$ cat src/rtl/xbs_pkg.sv
package xbs_pkg;
  typedef enum logic [1:0] {S_IDLE, S_ADDR, S_WR, S_RD} xbs_state_e;
  typedef enum logic [1:0] {F_IDLE, F_RE, F_OE} xbs_fetch_e;
  typedef enum logic [1:0] {RPL_NONE = 2'b00, RPL_KILL = 2'b01, RPL_ERR = 2'b10} xbs_reply_e;
endpackage

$ cat src/rtl/xbs_ctrl.sv
module xbs_ctrl
  import xbs_pkg::*;
(
  input  logic       clk_i,
  input  logic       rst_ni,
  input  logic       valid_i,
  input  logic       dir_bit_i,
  input  logic       end_i,
  output xbs_state_e state_o
);
  xbs_state_e state_q, state_d;

  always_comb begin
    state_d = state_q;
    unique case (state_q)
      S_IDLE: if (valid_i) state_d = S_ADDR;
      S_ADDR: if (valid_i) state_d = dir_bit_i ? S_RD : S_WR;
      default: ;
    endcase
    if (end_i && state_q != S_IDLE) state_d = S_IDLE;
  end

  always_ff @(posedge clk_i or negedge rst_ni) begin
    if (!rst_ni) state_q <= S_IDLE;
    else         state_q <= state_d;
  end

  assign state_o = state_q;
endmodule

$ cat src/rtl/xbs_wr_path.sv
module xbs_wr_path #(
  parameter int DW = 32
) (
  input  logic          clk_i,
  input  logic          rst_ni,
  input  logic          active_i,
  input  logic          valid_i,
  input  logic [DW-1:0] data_i,
  output logic [DW-1:0] fdata_o,
  output logic          we_o,
  output logic          drive_o
);
  logic          we_q;
  logic [DW-1:0] data_q;

  always_ff @(posedge clk_i or negedge rst_ni) begin
    if (!rst_ni) begin
      we_q   <= 1'b0;
      data_q <= '0;
    end else begin
      we_q <= active_i & valid_i;
      if (active_i && valid_i) data_q <= data_i;
    end
  end

  assign fdata_o = data_q;
  assign we_o    = we_q;
  // keep driving while the last word is still being written
  assign drive_o = active_i | we_q;
endmodule

$ cat src/rtl/xbs_rd_fetch.sv
module xbs_rd_fetch
  import xbs_pkg::*;
#(
  parameter int DW = 32
) (
  input  logic          clk_i,
  input  logic          rst_ni,
  input  logic          active_i,
  input  logic          req_i,
  input  logic          ae_i,
  input  logic [DW-1:0] fdata_i,
  output logic          re_o,
  output logic          oe_o,
  output logic [DW-1:0] rdata_o,
  output logic          rvalid_o,
  output logic          uflow_o
);
  xbs_fetch_e    phase_q;
  logic          rvalid_q, uflow_q;
  logic [DW-1:0] rdata_q;
  logic          take;

  assign take = active_i & req_i & (phase_q == F_IDLE) & ~rvalid_q;

  always_ff @(posedge clk_i or negedge rst_ni) begin
    if (!rst_ni) begin
      phase_q  <= F_IDLE;
      rvalid_q <= 1'b0;
      uflow_q  <= 1'b0;
      rdata_q  <= '0;
    end else if (!active_i) begin
      phase_q  <= F_IDLE;
      rvalid_q <= 1'b0;
      uflow_q  <= 1'b0;
    end else begin
      rvalid_q <= 1'b0;
      unique case (phase_q)
        F_IDLE: if (take) begin
          if (uflow_q || ae_i) begin
            uflow_q  <= 1'b1;
            rdata_q  <= '0;
            rvalid_q <= 1'b1;
          end else begin
            phase_q <= F_RE;
          end
        end
        F_RE: phase_q <= F_OE;
        F_OE: begin
          rdata_q  <= fdata_i;
          rvalid_q <= 1'b1;
          phase_q  <= F_IDLE;
        end
        default: phase_q <= F_IDLE;
      endcase
    end
  end

  assign re_o     = active_i & (phase_q == F_RE);
  assign oe_o     = active_i & (phase_q == F_OE);
  assign rdata_o  = rdata_q;
  assign rvalid_o = rvalid_q;
  assign uflow_o  = uflow_q;
endmodule

$ cat src/rtl/xbar_slave_bridge.sv
module xbar_slave_bridge
  import xbs_pkg::*;
#(
  parameter int DW      = 32,
  parameter int DIR_BIT = 1
) (
  input  logic          clk_i,
  input  logic          rst_ni,
  input  logic          xb_valid_i,
  input  logic [DW-1:0] xb_data_i,
  input  logic          xb_end_i,
  output logic [DW-1:0] xb_rdata_o,
  output logic          xb_rvalid_o,
  output logic [1:0]    xb_reply_o,
  output logic [DW-1:0] ofifo_data_o,
  output logic          ofifo_drive_o,
  output logic          ofifo_we_o,
  input  logic          ofifo_af_i,
  input  logic [DW-1:0] ififo_data_i,
  output logic          ififo_re_o,
  output logic          ififo_oe_o,
  input  logic          ififo_ae_i,
  input  logic          mst_start_i,
  output logic          slave_o
);
  xbs_state_e state;
  logic       wr_act, rd_act, uflow, kill, err_q;

  xbs_ctrl u_ctrl (
    .clk_i     (clk_i),
    .rst_ni    (rst_ni),
    .valid_i   (xb_valid_i),
    .dir_bit_i (xb_data_i[DIR_BIT]),
    .end_i     (xb_end_i),
    .state_o   (state)
  );

  assign wr_act  = (state == S_WR);
  assign rd_act  = (state == S_RD);
  assign slave_o = (state != S_IDLE);

  xbs_wr_path #(.DW(DW)) u_wr (
    .clk_i   (clk_i),
    .rst_ni  (rst_ni),
    .active_i(wr_act),
    .valid_i (xb_valid_i),
    .data_i  (xb_data_i),
    .fdata_o (ofifo_data_o),
    .we_o    (ofifo_we_o),
    .drive_o (ofifo_drive_o)
  );

  xbs_rd_fetch #(.DW(DW)) u_rd (
    .clk_i   (clk_i),
    .rst_ni  (rst_ni),
    .active_i(rd_act),
    .req_i   (xb_valid_i),
    .ae_i    (ififo_ae_i),
    .fdata_i (ififo_data_i),
    .re_o    (ififo_re_o),
    .oe_o    (ififo_oe_o),
    .rdata_o (xb_rdata_o),
    .rvalid_o(xb_rvalid_o),
    .uflow_o (uflow)
  );

  // error is reported once, in the cycle after completion
  always_ff @(posedge clk_i or negedge rst_ni) begin
    if (!rst_ni) err_q <= 1'b0;
    else         err_q <= rd_act & xb_end_i & uflow;
  end

  assign kill = slave_o & ((wr_act & ofifo_af_i) | uflow | mst_start_i);

  always_comb begin
    if (err_q)     xb_reply_o = RPL_ERR;
    else if (kill) xb_reply_o = RPL_KILL;
    else           xb_reply_o = RPL_NONE;
  end
endmodule

$ cat config.mk
export PLATFORM = sky130hd
export DESIGN_NAME = xbar_slave_bridge
export DESIGN_NICKNAME = d
export VERILOG_FILES = /design/src/rtl/xbs_pkg.sv /design/src/rtl/xbs_ctrl.sv /design/src/rtl/xbs_wr_path.sv /design/src/rtl/xbs_rd_fetch.sv /design/src/rtl/xbar_slave_bridge.sv
export SDC_FILE = /design/constraint.sdc
export NUM_CORES = 1
export LEC_CHECK = 0
export ABC_AREA = 1
export BUFFER_PORTS_ARGS = -buffer_cell sky130_fd_sc_hd__buf_4
export CORE_MARGIN = 5
export CORE_UTILIZATION = 40
export DETAILED_ROUTE_END_ITERATION = 6
export PLACE_DENSITY = 0.69
export SKIP_CTS_REPAIR_TIMING = 1
export SKIP_LAST_GASP = 1
export SLEW_MARGIN = 5
export SYNTH_ARGS = -nofsm -noshare
export SYNTH_HDL_FRONTEND = slang
export SYNTH_SLANG_ARGS = --single-unit
$ cat constraint.sdc
create_clock -name clk_i -period 3.7 [get_ports clk_i]
set_input_delay 0.185 -clock clk_i [delete_from_list [all_inputs] [get_ports clk_i]]
set_output_delay 0.185 -clock clk_i [all_outputs]
set_load 0.02 [all_outputs]
# Yosys cells after proc, flatten, opt, wreduce, memory -nomap -nowiden
# Index checks and enable logic that the tools add are counted.
[totals]
ff_bits = 72
in_bits = 71
wordCells = 70
[classes]
eq_ne = 14
muxes = 22
bitwise = 14
n_reduce_logical = 12
[op_table]
columns = ["operator", "n"]
rows = [
  ["32-bit 2-to-1 mux", 2],
  ["32-bit one-hot mux with 2 select lines", 1],
  ["2-bit 2-to-1 mux", 7],
  ["1-bit bitwise AND", 10],
  ["1-bit 2-to-1 mux", 9],
  ["3-bit by 2-bit != test with 1-bit output, second input constant", 3],
  ["2-bit by 1-bit != test with 1-bit output, second input constant", 4],
  ["2-bit one-hot mux with 2 select lines", 2],
  ["2-bit == test, second input constant", 3],
  ["3-bit AND reduction", 2],
  ["2-bit by 1-bit == test with 1-bit output, second input constant", 2],
  ["2-bit zero test", 2],
  ["4-bit AND reduction", 1],
  ["2-bit nonzero test", 2],
  ["3-bit != test, second input constant", 1],
  ["1-bit bitwise OR", 3],
  ["3-bit nonzero test", 1],
  ["1-bit logical AND", 2],
  ["2-bit != test, second input constant", 1],
  ["1-bit one-hot mux with 2 select lines", 1],
  ["2-bit AND reduction", 1],
  ["1-bit logical OR", 1],
  ["1-bit inverter", 1],
]

# Longest topological paths before layout
[logic_depth]
depth_word = 7
mapped_depth = 7

# Hierarchy
# From an unflattened synthesis, not the netlist that was laid out.
[hier_totals]
hier_cells = 328
hier_area_um2 = 2999.1
[modules_own_cells]
columns = ["mod", "instances", "cells_each", "area_each_um2"]
rows = [
  ["xbs_rd_fetch", 1, 158, 1425.1],
  ["xbs_wr_path", 1, 143, 1395.1],
  ["xbs_ctrl", 1, 12, 93.8],
  ["xbar_slave_bridge", 1, 15, 85.1],
]

# Worst setup path after synthesis
# OpenSTA, ideal clock, no wires.
[synth_path]
path_kind = "reg-to-output"
start = "reg u_ctrl.state_q[0], in the netlist u_ctrl.state_o[0]"
end = "out xb_reply_o[0]"
arrival_time_ns = 1.094
required_time_ns = 3.515
path_slack_ns = 2.421
path_stages_with_launch = 4
cell_sequence = "dfrtp_1 inv_1 nand3_1 a211oi_1"
[synth_via]
elab_chain_len = 7
elab_cells_between_ends = 8
cone_classes = "eq/ne (1); mux (2); bitwise (4); reduce/logical (1)"
[synth_rtl]
columns = ["item", "line", "text"]
rows = [
  ["start, declared", "xbs_ctrl.sv:11", "xbs_state_e state_q, state_d;"],
  ["start signal, assigned", "xbs_ctrl.sv:25", "else state_q <= state_d;"],
  ["2-bit == test", "xbar_slave_bridge.sv:38", "assign wr_act = (state == S_WR);"],
  ["1-bit bitwise AND", "xbar_slave_bridge.sv:73", "assign kill = slave_o & ((wr_act & ofifo_af_i) | uflow | mst_start_i);"],
  ["1-bit bitwise OR (2 in series)", "xbar_slave_bridge.sv:73", ""],
  ["1-bit bitwise AND (*)", "xbar_slave_bridge.sv:73", ""],
  ["1-bit 2-to-1 mux (*)", "xbar_slave_bridge.sv:77", "else if (kill) xb_reply_o = RPL_KILL;"],
  ["2-bit 2-to-1 mux (*)", "xbar_slave_bridge.sv:76", "if (err_q) xb_reply_o = RPL_ERR;"],
  ["end, declared", "xbar_slave_bridge.sv:14", "output logic [1:0] xb_reply_o,"],
]
# Every way passes the cells marked *; elsewhere a longest branch is shown, timed or not.

# Worst setup path in the final report
[layout_path]
start = "reg u_ctrl.state_q[1], in the netlist u_ctrl.state_o[1]"
end = "out ififo_oe_o"
[layout_via]
elab_chain_len = 2
[layout_rtl]
columns = ["item", "line", "text"]
rows = [
  ["2-bit == test", "xbar_slave_bridge.sv:39", "assign rd_act = (state == S_RD);"],
  ["1-bit bitwise AND", "xbs_rd_fetch.sv:59", "assign oe_o = active_i & (phase_q == F_OE);"],
  ["end, declared", "xbar_slave_bridge.sv:21", "output logic ififo_oe_o,"],
]
# No other way between the ends.

==> impl_metrics.toml <==
[layout]
area_growth_pct = 45.71
regArea_mm2 = 0.001802
antenna_cells = 0
final_cell_mix = "buf_4 (145), nand2_1 (133), dfrtp_1 (72), nand3_1 (61)"
fillers = 656
num-nets-final = 527
fin_cells = 560
layout_commonest_cell = "buf_4"
multi_input_area_um2 = 964.7
drive_gt1_share_pct = 37.31

[floorplan]
dieArea_mm2 = 0.009102
io_pins = 143
initial_core_util_pct = 40.66
row_count = 31
die_y_um = 95.41
core_area_mm2 = 0.007176
dieWidth_um = 95.41

[route]
antenna_left = 0
drt_iter0_drc = 85
vias = 2600
routed_via_density = 4.643
wl_mm = 7.774
wire_per_inst_um = 13.88
drc = 0
drtPass1Iterations = 5

[cts]
cts_root_buf = "clkbuf_8"
cts_made_buffers = 9
tritoncts = "built"
htree_levels = 3
clk_pin_slew_worst_paths_ns = 0.07
cts.sinks = 72
clock_latency_ns = 0.33
clock_path_buffers = 2

[run]
max_cap_viol_count = 0

[worst_setup_path]
path_max_fanout = 33
arrival_ns = 2.09
critPathCaptureType = "output port"
r2r_slack_ns = 1.84
critPathLaunchType = "flop"
critPathKind = "reg2out"
worstPathRequired_ns = 3.51

[grt]
grt-busiest-layer = "met2"
overflow = 0
use_met3_pct = 3.552
gr-usage-all-layers_pct = 17.06
grt_use_met1_pct = 22.18
grt_use_met2_pct = 28.05
grt_pass1_wl_mm = 12.07
grt_pass1_vias = 2507
antenna_found_initial = 0
grt_max_degree = 73

[worst_hold_path]
min_path_type = "in2async"

[sta]
finClkSkew_ns = 0.01313
period_minus_slack_ns = 2.274
tightest_slew_ns = 0.9776
fmax_mhz = 439.8
post-route-period-util_pct = 61.45
final-setup-viol-count = 0
setup_tns_ns = 0
rsz0062_at_grt = "false"
maxSlewHeadroom_pct = 34.75
slew_viol_final = 0
whs_ns = -0.03214
hold_violations = 27

[synthesis]
syn_inst = 319
syn_avg_cell_area_um2 = 9.147
synth_cell_types = 20
synth_area_mm2 = 0.002918
synth_seq_cells = 72
yosysSeqAreaShare_pct = 61.75
syn_nets = 390
synth_warnings = 0

[run_status]
status = "finished with violations"
violations = "hold timing"

[placed_design]
dp_cells = 544
routabilityCongestion = 0.7475
dp_hpwl_mm = 5.527
portBuffers = 142

[pwr]
powerDensity_mw_per_mm2 = 600.1
ir_drop_uv = 275.6
power_leakage_uw = 0.002434
[stage by stage]
step	total power (µW)	hold slack [ns]	worst slack, ns	area [µm²]	utilization, %
after floorplan	1442	-0.1106	2.421	2918	-
after CTS	2585	0.005194	1.402	4252	59.25
after global routing	2688	0.008530	1.214	4252	59.25
after global placement	1837	0.3630	1.826	4016	55.97
after detailed placement	1850	0.3600	1.777	4016	55.97
final	2551	-0.03214	1.426	4252	59.25
[critical path, stage by stage (launching register included)]
cell     delay [ns]
dfrtp_1        0.44
nand2_2        0.13
inv_2          0.43
nand2_1        0.24
buf_4          0.30
inv_1          0.09
buf_4          0.13
[state kept, by name (all words and copies together) (netlist names)]
register        cells
u_rd.rdata_o       32
u_wr.fdata_o       32
u_ctrl.state_o      2
u_rd.phase_q        2
err_q               1
u_rd.rvalid_o       1
u_rd.uflow_o        1
u_wr.we_o           1
[layout make-up]
| class | instances | area share, % |
|---|---|---|
| clock buffers | 10 | 3.002 |
| repair buffers | 145 | 25.60 |
| clock inverters | 6 | 2.531 |
| well taps | 99 | 2.913 |
| multi-input cells | 218 | 22.69 |
| flip-flops and latches | 72 | 42.38 |
| inverters | 10 | 0.8829 |
[power breakdown]
part	switching (µW)	leakage, µW	internal [µW]	total [µW]
clock	281	0.000116	446	727
sequential	95.0	0.000960	957	1050
combinational	434	0.00136	339	773
total	810	0.00243	1740	2550
[per-layer routing]
layer	vias up	part of all wire, %
li1	1292	-
met1	1225	43
met2	76	50
met3	7	5.8
met4	0	1.0
met5	-	0
[cells in the mapped netlist]
cell	count	area share (%)
buf_2	10	1.7
nor2_1	5	0.64
nand2_1	133	17
inv_1	9	1.2
buf_4	2	0.51
a21oi_2	1	0.30
nand3_2	6	2.1
o211ai_1	1	0.26
nand2_2	1	0.21
nand3_1	61	10
dfrtp_1	72	62
inv_2	1	0.13
nor2_2	2	0.43
o21ai_0	1	0.17
o21bai_1	1	0.26
or2_2	1	0.21
nor3_1	4	0.69
clkbuf_1	4	0.51
buf_6	3	1.2
a211oi_1	1	0.26
[cells by family after synthesis]
| logic type | after synthesis | share of synthesized area (%) |
|---|---|---|
| buffers and inverters | 29 | 5.188 |
| DFF | 72 | 61.75 |
| AOI/OAI and AO/OA | 5 | 1.244 |
| and+or+nand+nor | 213 | 31.82 |
[path summary, 6_finish.rpt]
kind                                endpoint  cells past startpoint               from
max                               ififo_oe_o                      6  u_ctrl.state_o[1]
min reg2reg                 u_wr.fdata_o[12]                      2   u_wr.fdata_o[12]
min                         u_rd.rdata_o[11]                      1             rst_ni
max reg2reg                 u_rd.rdata_o[18]                      6  u_ctrl.state_o[1]
min in group clk_i         u_ctrl.state_o[1]                      2           xb_end_i
max in group asynchronous    u_wr.fdata_o[8]                      1             rst_ni
Note: power is estimated with default switching activity, not from simulation.
